$ cat src/rtl/cmt_pkg.sv
package cmt_pkg;
    typedef enum logic {
        CH_HALT  = 1'b0,
        CH_COUNT = 1'b1
    } ch_state_t;

    localparam logic [1:0] REG_CTRL  = 2'd0;
    localparam logic [1:0] REG_CNT   = 2'd1;
    localparam logic [1:0] REG_CMP   = 2'd2;
    localparam logic [1:0] REG_START = 2'd3;

    localparam int PRESCALE_W = 3;  // divide by 2**3 = 8
    localparam int CTRL_W     = 16;
endpackage

$ cat src/rtl/cmt_prescaler.sv
module cmt_prescaler #(
    parameter int DIV_W = 3
) (
    input  logic clk,
    input  logic rst_n,
    input  logic run,
    output logic tick
);
    logic [DIV_W-1:0] phase_q;

    always_ff @(posedge clk) begin
        if (!rst_n)    phase_q <= '0;
        else if (!run) phase_q <= '0;
        else           phase_q <= phase_q + 1'b1;
    end

    assign tick = run && (&phase_q);
endmodule

$ cat src/rtl/cmt_channel.sv
module cmt_channel
    import cmt_pkg::*;
#(
    parameter int CW = 32
) (
    input  logic              clk,
    input  logic              rst_n,
    input  logic              start_we,
    input  logic              start_bit,
    input  logic              tick,
    input  logic              ctrl_we,
    input  logic              cnt_we,
    input  logic              cmp_we,
    input  logic [CTRL_W-1:0] ctrl_wdata,
    input  logic [CW-1:0]     val_wdata,
    output logic              running,
    output logic [CTRL_W-1:0] ctrl_o,
    output logic [CW-1:0]     cnt_o,
    output logic [CW-1:0]     cmp_o,
    output logic              mflag_o,
    output logic              ie_o,
    output logic              clr_en_o,
    output logic              irq
);
    localparam int          FH        = (CW == 16) ? 7 : 15;
    localparam int          FL        = FH - 1;
    localparam logic [15:0] CTRL_MASK = (CW == 16) ? 16'h0027 : 16'h01A7;

    ch_state_t         st_q, st_d;
    logic [CTRL_W-1:0] ctrl_q;
    logic              mflag_q, wflag_q;
    logic [CW-1:0]     cnt_q, cmp_q;
    logic              clr_en, hit, wrap_ev;

    // state register
    always_ff @(posedge clk) begin
        if (!rst_n) st_q <= CH_HALT;
        else        st_q <= st_d;
    end

    // next state
    always_comb begin
        st_d = st_q;
        unique case (st_q)
            CH_HALT:  if (start_we && start_bit)  st_d = CH_COUNT;
            CH_COUNT: if (start_we && !start_bit) st_d = CH_HALT;
        endcase
    end

    // state outputs
    always_comb begin
        running = 1'b0;
        unique case (st_q)
            CH_HALT:  running = 1'b0;
            CH_COUNT: running = 1'b1;
        endcase
    end

    generate
        if (CW == 16) begin : g_narrow
            assign clr_en = 1'b1;
        end else begin : g_wide
            assign clr_en = ctrl_q[7];
        end
    endgenerate

    assign hit     = tick && (cnt_q == cmp_q);
    assign wrap_ev = tick && (&cnt_q) && !(hit && clr_en);

    always_ff @(posedge clk) begin
        if (!rst_n) begin
            ctrl_q  <= '0;
            mflag_q <= 1'b0;
            wflag_q <= 1'b0;
            cnt_q   <= '0;
            cmp_q   <= '1;
        end else begin
            if (ctrl_we) ctrl_q <= ctrl_wdata & CTRL_MASK;
            mflag_q <= (mflag_q & ~(ctrl_we & ~ctrl_wdata[FH])) | hit;
            wflag_q <= (wflag_q & ~(ctrl_we & ~ctrl_wdata[FL])) | wrap_ev;
            if (cmp_we) cmp_q <= val_wdata;
            if (cnt_we)                cnt_q <= val_wdata;
            else if (hit && clr_en)    cnt_q <= '0;
            else if (tick)             cnt_q <= cnt_q + 1'b1;
        end
    end

    always_comb begin
        ctrl_o     = ctrl_q;
        ctrl_o[FH] = mflag_q;
        ctrl_o[FL] = wflag_q;
    end

    assign cnt_o    = cnt_q;
    assign cmp_o    = cmp_q;
    assign mflag_o  = mflag_q;
    assign ie_o     = ctrl_q[5];
    assign clr_en_o = clr_en;
    assign irq      = mflag_q && ctrl_q[5];
endmodule

$ cat src/rtl/cmt_timer.sv
module cmt_timer
    import cmt_pkg::*;
#(
    parameter int NCH = 2,
    parameter int CW  = 32,
    localparam int CH_W = (NCH > 1) ? $clog2(NCH) : 1,
    localparam int AW   = CH_W + 2
) (
    input  logic           clk,
    input  logic           rst_n,
    input  logic           bus_wr,
    input  logic [AW-1:0]  bus_addr,
    input  logic [31:0]    bus_wdata,
    output logic [31:0]    bus_rdata,
    output logic [NCH-1:0] irq
);
    logic [CH_W-1:0] sel_ch;
    logic [1:0]      sel_reg;
    logic            start_we;

    logic [NCH-1:0]             run_vec, tick_vec, mflag_vec, ie_vec, clr_vec;
    logic [NCH-1:0]             ctrl_we_vec, cnt_we_vec, cmp_we_vec;
    logic [NCH-1:0][CTRL_W-1:0] ctrl_arr;
    logic [NCH-1:0][CW-1:0]     cnt_arr, cmp_arr;

    assign sel_ch   = bus_addr[AW-1:2];
    assign sel_reg  = bus_addr[1:0];
    assign start_we = bus_wr && (sel_reg == REG_START);

    generate
        for (genvar c = 0; c < NCH; c++) begin : g_ch
            logic hit_sel;
            assign hit_sel        = bus_wr && (int'(sel_ch) == c);
            assign ctrl_we_vec[c] = hit_sel && (sel_reg == REG_CTRL);
            assign cnt_we_vec[c]  = hit_sel && (sel_reg == REG_CNT);
            assign cmp_we_vec[c]  = hit_sel && (sel_reg == REG_CMP);

            cmt_prescaler #(.DIV_W(PRESCALE_W)) u_pre (
                .clk  (clk),
                .rst_n(rst_n),
                .run  (run_vec[c]),
                .tick (tick_vec[c])
            );

            cmt_channel #(.CW(CW)) u_ch (
                .clk       (clk),
                .rst_n     (rst_n),
                .start_we  (start_we),
                .start_bit (bus_wdata[c]),
                .tick      (tick_vec[c]),
                .ctrl_we   (ctrl_we_vec[c]),
                .cnt_we    (cnt_we_vec[c]),
                .cmp_we    (cmp_we_vec[c]),
                .ctrl_wdata(bus_wdata[CTRL_W-1:0]),
                .val_wdata (bus_wdata[CW-1:0]),
                .running   (run_vec[c]),
                .ctrl_o    (ctrl_arr[c]),
                .cnt_o     (cnt_arr[c]),
                .cmp_o     (cmp_arr[c]),
                .mflag_o   (mflag_vec[c]),
                .ie_o      (ie_vec[c]),
                .clr_en_o  (clr_vec[c]),
                .irq       (irq[c])
            );
        end
    endgenerate

    always_comb begin
        bus_rdata = '0;
        if (sel_reg == REG_START) begin
            bus_rdata = 32'(run_vec);
        end else if (int'(sel_ch) < NCH) begin
            unique case (sel_reg)
                REG_CTRL: bus_rdata = 32'(ctrl_arr[sel_ch]);
                REG_CNT:  bus_rdata = 32'(cnt_arr[sel_ch]);
                REG_CMP:  bus_rdata = 32'(cmp_arr[sel_ch]);
                default:  bus_rdata = '0;
            endcase
        end
    end
endmodule

$ cat config.mk
export PLATFORM = sky130hd
export DESIGN_NAME = cmt_timer
export DESIGN_NICKNAME = d
export VERILOG_FILES = /design/src/rtl/cmt_pkg.sv /design/src/rtl/cmt_prescaler.sv /design/src/rtl/cmt_channel.sv /design/src/rtl/cmt_timer.sv
export SDC_FILE = /design/constraint.sdc
export NUM_CORES = 1
export LEC_CHECK = 0
export CAP_MARGIN = 20
export CORE_AREA = 2 2 150 115
export CTS_BUF_LIST = sky130_fd_sc_hd__clkbuf_8
export CTS_CLUSTER_SIZE = 25
export DETAILED_ROUTE_END_ITERATION = 6
export DIE_AREA = 0 0 152 117
export GPL_ROUTABILITY_DRIVEN = 0
export PLACE_DENSITY = 0.84
export SYNTH_ARGS = -nofsm -noshare
export SYNTH_HDL_FRONTEND = slang
export SYNTH_SLANG_ARGS = --single-unit
export TNS_END_PERCENT = 100
$ cat constraint.sdc
create_clock -name clk -period 3.34 [get_ports clk]
set_input_delay 0.334 -clock clk [delete_from_list [all_inputs] [get_ports clk]]
set_output_delay 0.334 -clock clk [all_outputs]
set_load 0.01 [all_outputs]
* Yosys cells after proc, flatten, opt, wreduce, memory -nomap -nowiden
Index checks and enable logic that the tools add are counted.
** Word-level totals
- Register bits :: 152
- Input port bits :: 38
- Output and inout port bits :: 34
- Logic and storage cells :: 105
** Operators by class
- $add $sub $neg :: 4
- Magnitude comparators :: 1
- Eq/ne operators :: 5
- Multiplexer cells :: 22
- Bitwise operators :: 21
- Reduce and logical (&&, ||, !) cells :: 38
** Operator list (count)
- $mux W32 :: 11
- $pmux W32 S3 :: 1
- $add A32 B1 Y32 const B :: 2
- $eq A32 B32 Y1 :: 2
- $reduce_and A32 Y1 :: 2
- $mux W16 :: 2
- $logic_and A1 B1 Y1 :: 25
- $not A1 Y1 :: 9
- $and A1 B1 Y1 :: 8
- $pmux W1 S2 :: 4
- $add A3 B1 Y3 const B :: 2
- $reduce_and A3 Y1 :: 2
- $reduce_bool A3 Y1 :: 2
- $eq A2 B2 Y1 const B :: 2
- $logic_not A1 Y1 :: 4
- $mux W1 :: 4
- $or A1 B1 Y1 :: 4
- $reduce_and A2 Y1 :: 2
- $eq A2 B1 Y1 const B :: 1
- $logic_not A2 Y1 :: 1
- $lt A1 B2 Y1 const B :: 1

* Depth between registers and ports, before layout
Gate-level depths: netlist of run 1.
- Depth in word-level cells :: 8
- Gate-level depth with buffers :: 11
- Mapped depth without buffers :: 9

* Cells and area by module
From an unflattened synthesis of run 1, not the netlist that was laid out.
** Second synthesis, totals
- Cell total of the unflattened synthesis :: 1146
- Area total of the unflattened synthesis :: 9562.9 um^2
** Modules (own cells, without submodules)
- cmt_channel :: instances 2, cells each 481, area an instance 3977.6 um^2, sequential area each 1461.4 um^2
- cmt_timer :: instances 1, cells each 166, area an instance 1380.1 um^2, sequential area each 0.0 um^2
- cmt_prescaler :: instances 2, cells each 9, area an instance 113.9 um^2, sequential area each 60.1 um^2

* Least setup slack after synthesis of run 1
Ideal clock, no wire load.
- Kind :: reg2reg
- From :: register g_ch[1].u_pre.phase_q[0]
- To :: register g_ch[1].u_ch.cnt_q[21]
- Setup time :: 0.127 ns
- Data arrival time :: 2.184 ns
- Required time :: 3.213 ns
- Slack :: 1.029 ns
- Cell stages (with the launch flop) :: 11
- Buffers on the path :: 1
- Period minus slack after synthesis :: 2.311 ns
- Path through :: dfxtp_1 > ha_1 > ha_1 > nand2_1 > a2111oi_0 > nand3_1 > or4_4 > nor2_4 > buf_4 > nor4_1 > or3_1
** Between the ends
- Cells in the longest elaborated chain, start to end :: 6
- Elaborated cells between the ends (all ways) :: 7
- Those cells by class :: mux: 2; reduce/logical: 5
** Ends and longest elaborated chain
- from (decl) :: RTL line cmt_prescaler.sv:9 : logic [DIV_W-1:0] phase_q;
- from (signal assigned) :: RTL line cmt_prescaler.sv:14 : else phase_q <= phase_q + 1'b1;
- $reduce_and A3 Y1 (*) :: RTL line cmt_prescaler.sv:17 : assign tick = run && (&phase_q);
- $logic_and A1 B1 Y1 (*) :: RTL line cmt_prescaler.sv:17
- $logic_and A1 B1 Y1 :: RTL line cmt_channel.sv:67 : assign hit = tick && (cnt_q == cmp_q);
- $logic_and A1 B1 Y1 :: RTL line cmt_channel.sv:83 : else if (hit && clr_en) cnt_q <= '0;
- $mux W32 :: RTL line cmt_channel.sv:83
- $mux W32 :: RTL line cmt_channel.sv:82 : if (cnt_we) cnt_q <= val_wdata;
- to (signal assigned) :: RTL line cmt_channel.sv:82
- to (signal assigned) :: RTL line cmt_channel.sv:84 : else if (tick) cnt_q <= cnt_q + 1'b1;
- to (decl) :: RTL line cmt_channel.sv:32 : logic [CW-1:0] cnt_q, cmp_q;
Every way passes the cells marked *; elsewhere a longest branch is shown, timed or not.
A chain may end at the register's enable or synchronous reset.

* Worst setup path after layout of run 1
- From :: input port bus_addr[0]
- To :: output port bus_rdata[15]
** Between the ends
- Cells in the longest elaborated chain, start to end :: 3
- Elaborated cells between the ends (all ways) :: 6
- Those cells by class :: eq/ne: 3; mux: 2; reduce/logical: 1
** Ends and longest elaborated chain
- from (decl) :: RTL line cmt_timer.sv:12 : input logic [AW-1:0] bus_addr,
- $eq A2 B2 Y1 (tied with other cells) :: RTL line cmt_timer.sv:73 : unique case (sel_reg)
- $pmux W32 S3 :: RTL line cmt_timer.sv:73
- $mux W32 (*) :: RTL line cmt_timer.sv:70 : if (sel_reg == REG_START) begin
- to (decl) :: RTL line cmt_timer.sv:14 : output logic [31:0] bus_rdata,
Marked as above.

==> impl_metrics.toml, run 1 <==
[outcome]
outcome = "finished, violations left"
violations = "design-rule violations"

[run]
drv_cap = 0

[logic_synthesis]
synth_simple_gate_area_share_pct = 29.7
syn_nets = 1208
synth_top_cell_by_area = "dfxtp_1"
async_flop_share_pct = 0
synth.avg_cell_area_um2 = 7.61
synth_compound_area_share_pct = 12.8
synthesis.area_um2 = 8850
syn_inst = 1164
synthTopCellsByArea = "dfxtp_1 (34%), nand2_1 (10%), mux2i_1 (7.3%)"
synthDominantCellAreaShare_pct = 34.4
ys_seq_area_share_pct = 34.4
ys_warn_count = 0
ys_seq_elements = 152
synth_xor_area_share_pct = 9.30
ys_types = 66
synth-edff-count = 0
synth_mux_area_share_pct = 8.11
synth_top_family_by_area = "simple AND/OR/NAND/NOR gates"
ys.flop_type = "dfxtp_1"
synthAdderAreaFrac_pct = 0.848

[critical_path]
path_cells = "clkdlybuf4s50_1, buf_4, mux2i_1, nor2_1, a211oi_1, a21oi_1, clkdlybuf4s50_1"
critPathBufInv = 3
required_ns = 3.01
arrival_ns = 2.52
critPathLaunchType = "input pin"
critPathCaptureType = "primary output"
worstPathMaxFanout = 10
crit_start = "bus_addr[0]"
critPathKind = "in2out"
r2r-end = "g_ch[1].u_ch.cnt_o[21]"
critPathTopFamily = "buffers and inverters"
r2r_start = "g_ch[1].u_pre.phase_q[0]"
crit_path_frequent_cell = "clkdlybuf4s50_1"
regToRegSetupSlack_ns = 0.60
rr_worst_depth = 9
slowest_stage = "clkdlybuf4s50_1"
slowest_delay_ns = 0.74

[cells_and_area]
multi_input_area_um2 = 5390
seqCellArea_um2 = 3040
final_nets = 1259
fillers = 1358
drive_gt1_share_pct = 8.32
antenna_cells = 0
final_cells = 1441
utilization_pct = 62.3
fin_area_um2 = 10300
syn_to_final_growth_pct = 15.9

[detailed_routing]
via_per_inst = 6.46
first_pass_iters = 7
wl_mm = 31.4
detail-route-antenna-nets = 0
drt_iter0_drc = 1625
wire_per_inst_um = 21.8
vias = 9311
drc_errors = 13

[clock_tree]
cts_made_buffers = 17
cts-root-buf = "clkbuf_8"
h-tree-depth = 4
post_cts_buffers = 0
hold_buffers = 0
clockBufferDepth = 2
clk_pin_slew_ns = 0.08
tritoncts = "yes"
post_cts_resized = 0
cts_num_sinks = 152
clk_latency_ns = 0.48

[timing]
rsz0062_at_grt = "no"
drv_slew = 0
clock.fmax_mhz = 350
finalSetupTns_ns = 0
setup_viol = 0
fin_crit_ns = 2.86
hold_viol = 0
slew_headroom_pct = 28.5
final.setup_skew_ns = 0.0180
fin_crit_sh_pct = 85.6
tightest_slew_ns = 1.07

[power]
total_power_mw = 3.96
p_int_mw = 2.89
p_per_area_nw_per_um2 = 386
combPwrFrac_pct = 13.3
peakVddDrop_mv = 0.235
p_clk_share_pct = 37.9
p_switching_mw = 1.08
switching_share_pct = 27.2
leakagePower_nw = 4.03
power_frac_seq_pct = 48.8

[placed_design]
dp.cells = 1411
dpl_cell_area_um2 = 9850
dpl.hpwl_mm = 23.3
port_buffers = 71

[floorplanning]
die_w_um = 152
core_um2 = 16500
dieArea_um2 = 17800
die_height_um = 117
start_util_pct = 53.8
rows = 41
ioPinCount = 72

[grt]
grt_overflow = 0
grt_pass1_wl_mm = 47.5
antenna_found_initial = 0
grtUsageTotal_pct = 34.6
grt_max_degree = 59
grt_pass1_vias = 8587

[hold_path]
hp-start = "rst_n"
whs_path_depth = 2
min_to = "g_ch[1].u_ch.cmp_o[16]"
hp-class = "in2reg"
power groups by stage:
| stage | Clock (mW) | Sequential, mW | Combinational, mW |
|---|---|---|---|
| 6_report | 1.50 | 1.93 | 0.526 |
| 5_1_grt | 1.57 | 1.94 | 0.548 |
| 4_1_cts | 1.49 | 1.93 | 0.507 |
| 3_5_place_dp | 0 | 1.97 | 0.504 |
| 3_3_place_gp | 0 | 1.97 | 0.495 |
| 2_1_floorplan | 0 | 1.94 | 0.278 |
metal layers:
metal / part of all wire (%) / vias to the layer above / track usage [%]
met4: 4.1 / 0 / 14.5
met1: 38 / 4272 / 45.8
met3: 16 / 122 / 11.0
li1: - / 4160 / -
met5: 0 / - / 0
met2: 42 / 757 / 52.8
stage by stage:
stage,setup WS (ns),hold slack [ns]
3_3_place_gp,0.567,0.405
2_1_floorplan,1.03,0.396
4_1_cts,0.538,0.169
3_5_place_dp,0.512,0.412
6_report,0.482,0.170
5_1_grt,0.370,0.176
layout by cell type, fill, tap and decap left out, types with 7 or more instances in the layout:
master	netlist	routed
nor3_1	24	24
and3_1	13	13
o211ai_1	9	9
a21oi_1	73	73
nand4_1	15	15
buf_4	3	48
dfxtp_1	152	152
nor2b_1	8	8
xnor2_1	26	26
nor2_1	58	54
mux2i_1	65	65
clkdlybuf4s50_1	0	69
nand2b_1	10	10
nand3_1	108	108
inv_1	19	21
or3_1	17	17
clkbuf_8	0	21
xor2_1	68	68
o21ai_0	28	28
o22ai_1	32	32
nand2_1	247	247
nor4_1	21	21
a211oi_1	7	7
worst reg2reg max path: stages (launching register included):
cell       delay, ns
dfxtp_1         0.35
ha_1            0.15
ha_1            0.15
nand2_1         0.08
a2111oi_0       0.42
nand3_1         0.14
or4_4           0.47
nor2_4          0.27
and4bb_2        0.27
or3_1           0.33
state kept, by name (all words and copies together), names as in the netlist, named ones only:
| register | cells |
|---|---|
| g_ch.u_ch.cmp_o | 64 |
| g_ch.u_ch.cnt_o | 64 |
| g_ch.u_ch.ctrl_q | 12 |
| g_ch.u_ch.mflag_o | 2 |
| g_ch.u_ch.wflag_q | 2 |
| g_ch.u_pre.phase_q | 6 |
worst max-delay path by stage:
| stage | to | slack, ns | cells past startpoint |
|---|---|---|---|
| after floorplan | g_ch[1].u_ch.cnt_o[21] | 1.03 | 10 |
| after global placement | bus_rdata[14] | 0.57 | 7 |
| after detailed placement | g_ch[1].u_ch.cnt_o[23] | 0.51 | 9 |
| after CTS | bus_rdata[15] | 0.54 | 7 |
| after global routing | bus_rdata[5] | 0.37 | 7 |
| final | bus_rdata[15] | 0.48 | 7 |
kinds of logic after synthesis:
| kind of cell | count (synthesis) |
|---|---|
| AO/OA/AOI/OAI | 186 |
| XOR/XNOR | 94 |
| adder cells (fa/ha/maj) | 6 |
| buffers and inverters | 107 |
| flip-flops | 152 |
| multiplexers | 69 |
| AND/OR/NAND/NOR | 550 |
cells in the mapped netlist, types with 3 or more instances:
cell type	n
nand2_1	247
dfxtp_1	152
nand3_1	108
clkbuf_1	74
a21oi_1	73
xor2_1	68
mux2i_1	65
nor2_1	58
o22ai_1	32
o21ai_0	28
xnor2_1	26
nor3_1	24
nor4_1	21
inv_1	19
or3_1	17
nand4_1	15
and3_1	13
nand2b_1	10
o211ai_1	9
nor2b_1	8
a211oi_1	7
a221oi_1	6
ha_1	6
o31ai_1	6
a31oi_1	5
and2_1	5
and4_1	4
buf_1	4
buf_2	4
buf_4	3
nor4_2	3
o2111a_1	3
layout make-up:
class / count / share of cell area, %
multi-input cells: 905 / 52.5
flip-flops and latches: 152 / 29.6
repair buffers: 119 / 10.5
clock buffers: 21 / 2.82
well taps: 215 / 2.62
clock inverters: 9 / 1.22
inverters: 20 / 0.731
Note: power is estimated with default switching activity, not from simulation.
==> inputs of run 2 (changes only) <==
- CORE_AREA: 2 2 150 115 -> 2 2 157 121
- CTS_BUF_LIST: sky130_fd_sc_hd__clkbuf_8 -> sky130_fd_sc_hd__clkbuf_16
- DIE_AREA: 0 0 152 117 -> 0 0 159 123
- GPL_ROUTABILITY_DRIVEN: 0 -> default
- PLACE_DENSITY: 0.84 -> 0.78
==> run 2 against run 1 <==
The run still ends with design-rule violations left; count of clock-buffer cells in the layout shrank 4; sequential share of layout area shrank 0.70 points; total power grew 12%; sequential cell count is the same; hold slack gained 0.11 ns; first-iteration DRC count shrank 15%; clock skew shrank 0.010 ns; register-to-register slack gained 0.09 ns; die area grew 10%; worst setup slack gained 0.012 ns; fmax grew 0.41%; via count shrank 0.23%; critical endpoint unchanged; largest cell class unchanged.
==> impl_metrics.toml, run 2 (synthesis results as in run 1) <==
[floorplanning]
ioPinCount = 72
die_height_um = 123
start_util_pct = 49.0
die_w_um = 159
rows = 43
dieArea_um2 = 19600
core_um2 = 18100

[cells_and_area]
final_common_cell = "nand2_1"
syn_to_final_growth_pct = 18.7
final_nets = 1262
fillers = 1638
drive_gt1_share_pct = 8.53
antenna_cells = 0
multi_input_area_um2 = 5390
final_cell_mix = "nand2_1 (247), dfxtp_1 (152), nand3_1 (108)"
seqCellArea_um2 = 3040

[critical_path]
arrival_ns = 2.51
slowest_stage = "clkdlybuf4s50_1"
worstPathMaxFanout = 10
critPathLaunchType = "input pin"
rr_worst_depth = 8
critPathKind = "in2out"
critPathCaptureType = "primary output"
required_ns = 3.01
slowest_delay_ns = 0.66
path_cells = "clkdlybuf4s50_1, nor2b_1, buf_4, a21oi_1, a21oi_1, clkdlybuf4s50_1"
critPathTopFamily = "buffers and inverters"
crit_cells = 6
critPathBufInv = 3

[timing]
fin_crit_ns = 2.85
hold_viol = 0
finalSetupTns_ns = 0
clock.fmax_mhz = 351
final.setup_skew_ns = 0.00801
drv_slew = 0
slew_headroom_pct = 31.9
fin_crit_sh_pct = 85.2
finalWorstSetupSlack_ns = 0.493
tightest_slew_ns = 1.02
setup_viol = 0
rsz0062_at_grt = "no"

[detailed_routing]
drc_errors = 2
wl_mm = 32.1
wire_per_inst_um = 21.7
first_pass_iters = 7
via_per_inst = 6.29
vias = 9290
drt_iter0_drc = 1379
detail-route-antenna-nets = 0

[clock_tree]
cts_made_buffers = 17
clockBufferDepth = 2
clk_latency_ns = 0.44
cts_num_sinks = 152
cts-root-buf = "clkbuf_16"
h-tree-depth = 4
tritoncts = "yes"
hold_buffers = 0
post_cts_resized = 0
clk_pin_slew_ns = 0.06
post_cts_buffers = 0

[power]
p_clk_share_pct = 44.3
power_frac_seq_pct = 43.7
p_int_mw = 3.25
switching_share_pct = 26.7
peakVddDrop_mv = 0.279
p_per_area_nw_per_um2 = 421
p_switching_mw = 1.18
leakagePower_nw = 4.13
combPwrFrac_pct = 12.0

[outcome]
outcome = "finished, violations left"
violations = "design-rule violations"

[hold_path]
hp-class = "in2reg"
whs_path_depth = 3

[placed_design]
dpl.hpwl_mm = 23.8
pre_cts_ws_ns = 0.598
gp_routability_congestion = 0.982
port_buffers = 71

[grt]
grt_pass1_wl_mm = 48.6
grtUsageTotal_pct = 32.5
grt_max_degree = 57
antenna_found_initial = 0
grt_overflow = 0
grt_pass1_vias = 8405

[run]
drv_cap = 0
run 2: cell count changes in the layout (fill, tap and decap cells not counted), sizes merged:
| cell | before | now |
|---|---|---|
| buf | 50 | 53 |
| clkbuf | 21 | 17 |
| clkinv | 1 | 7 |
run 2: worst paths after layout:
check / from / to / slack, ns
hold reg to reg: g_ch[1].u_pre.phase_q[0] / g_ch[1].u_pre.phase_q[0] / 0.42
setup reg to reg: g_ch[0].u_ch.cnt_o[0] / g_ch[0].u_ch.cnt_o[21] / 0.69
setup / recovery: bus_addr[1] / bus_rdata[15] / 0.49
hold / removal: rst_n / g_ch[1].u_pre.phase_q[0] / 0.28
run 2: final cells by class:
| type | instances | share of cell area (%) |
|---|---|---|
| Multi-Input combinational cell | 905 | 51.2 |
| Tap cell | 247 | 2.94 |
| Clock buffer | 17 | 4.05 |
| Clock inverter | 15 | 1.52 |
| Sequential cell | 152 | 29.0 |
| Timing Repair Buffer | 122 | 10.6 |
| Inverter | 20 | 0.714 |
run 2: power groups by stage:
stage                     registers (mW)  logic (mW)  clock network (mW)
final                               1.93       0.532                1.96
after CTS                           1.93       0.516                1.96
after detailed placement            1.97       0.513                   0
after floorplan                     1.94       0.278                   0
after global placement              1.97       0.507                   0
after global routing                1.94       0.559                2.05
run 2: routing by layer:
layer	vias to the layer above	part of all wire (%)	track usage, %
met5	-	0	0
met4	0	2.7	11.1
met3	76	15	9.06
met2	691	42	48.0
met1	4334	40	45.7
li1	4189	-	-
run 2: worst min-delay path, stage by stage:
cell     delay [ns]
buf_2          0.21
nand2_1        0.10
nor2_1         0.03
run 2: per-stage QoR:
stage          hold slack [ns]  power [mW]  utilization (%)  instances  area (um2)
2_1_floorplan            0.396        2.22                -       1164        8850
3_5_place_dp             0.415        2.48             54.9       1446        9920
6_report                 0.281        4.43             58.1       1478       10500
4_1_cts                  0.268        4.41             58.1       1478       10500
5_1_grt                  0.286        4.54             58.1       1478       10500
3_3_place_gp             0.407        2.48             54.9       1446        9920
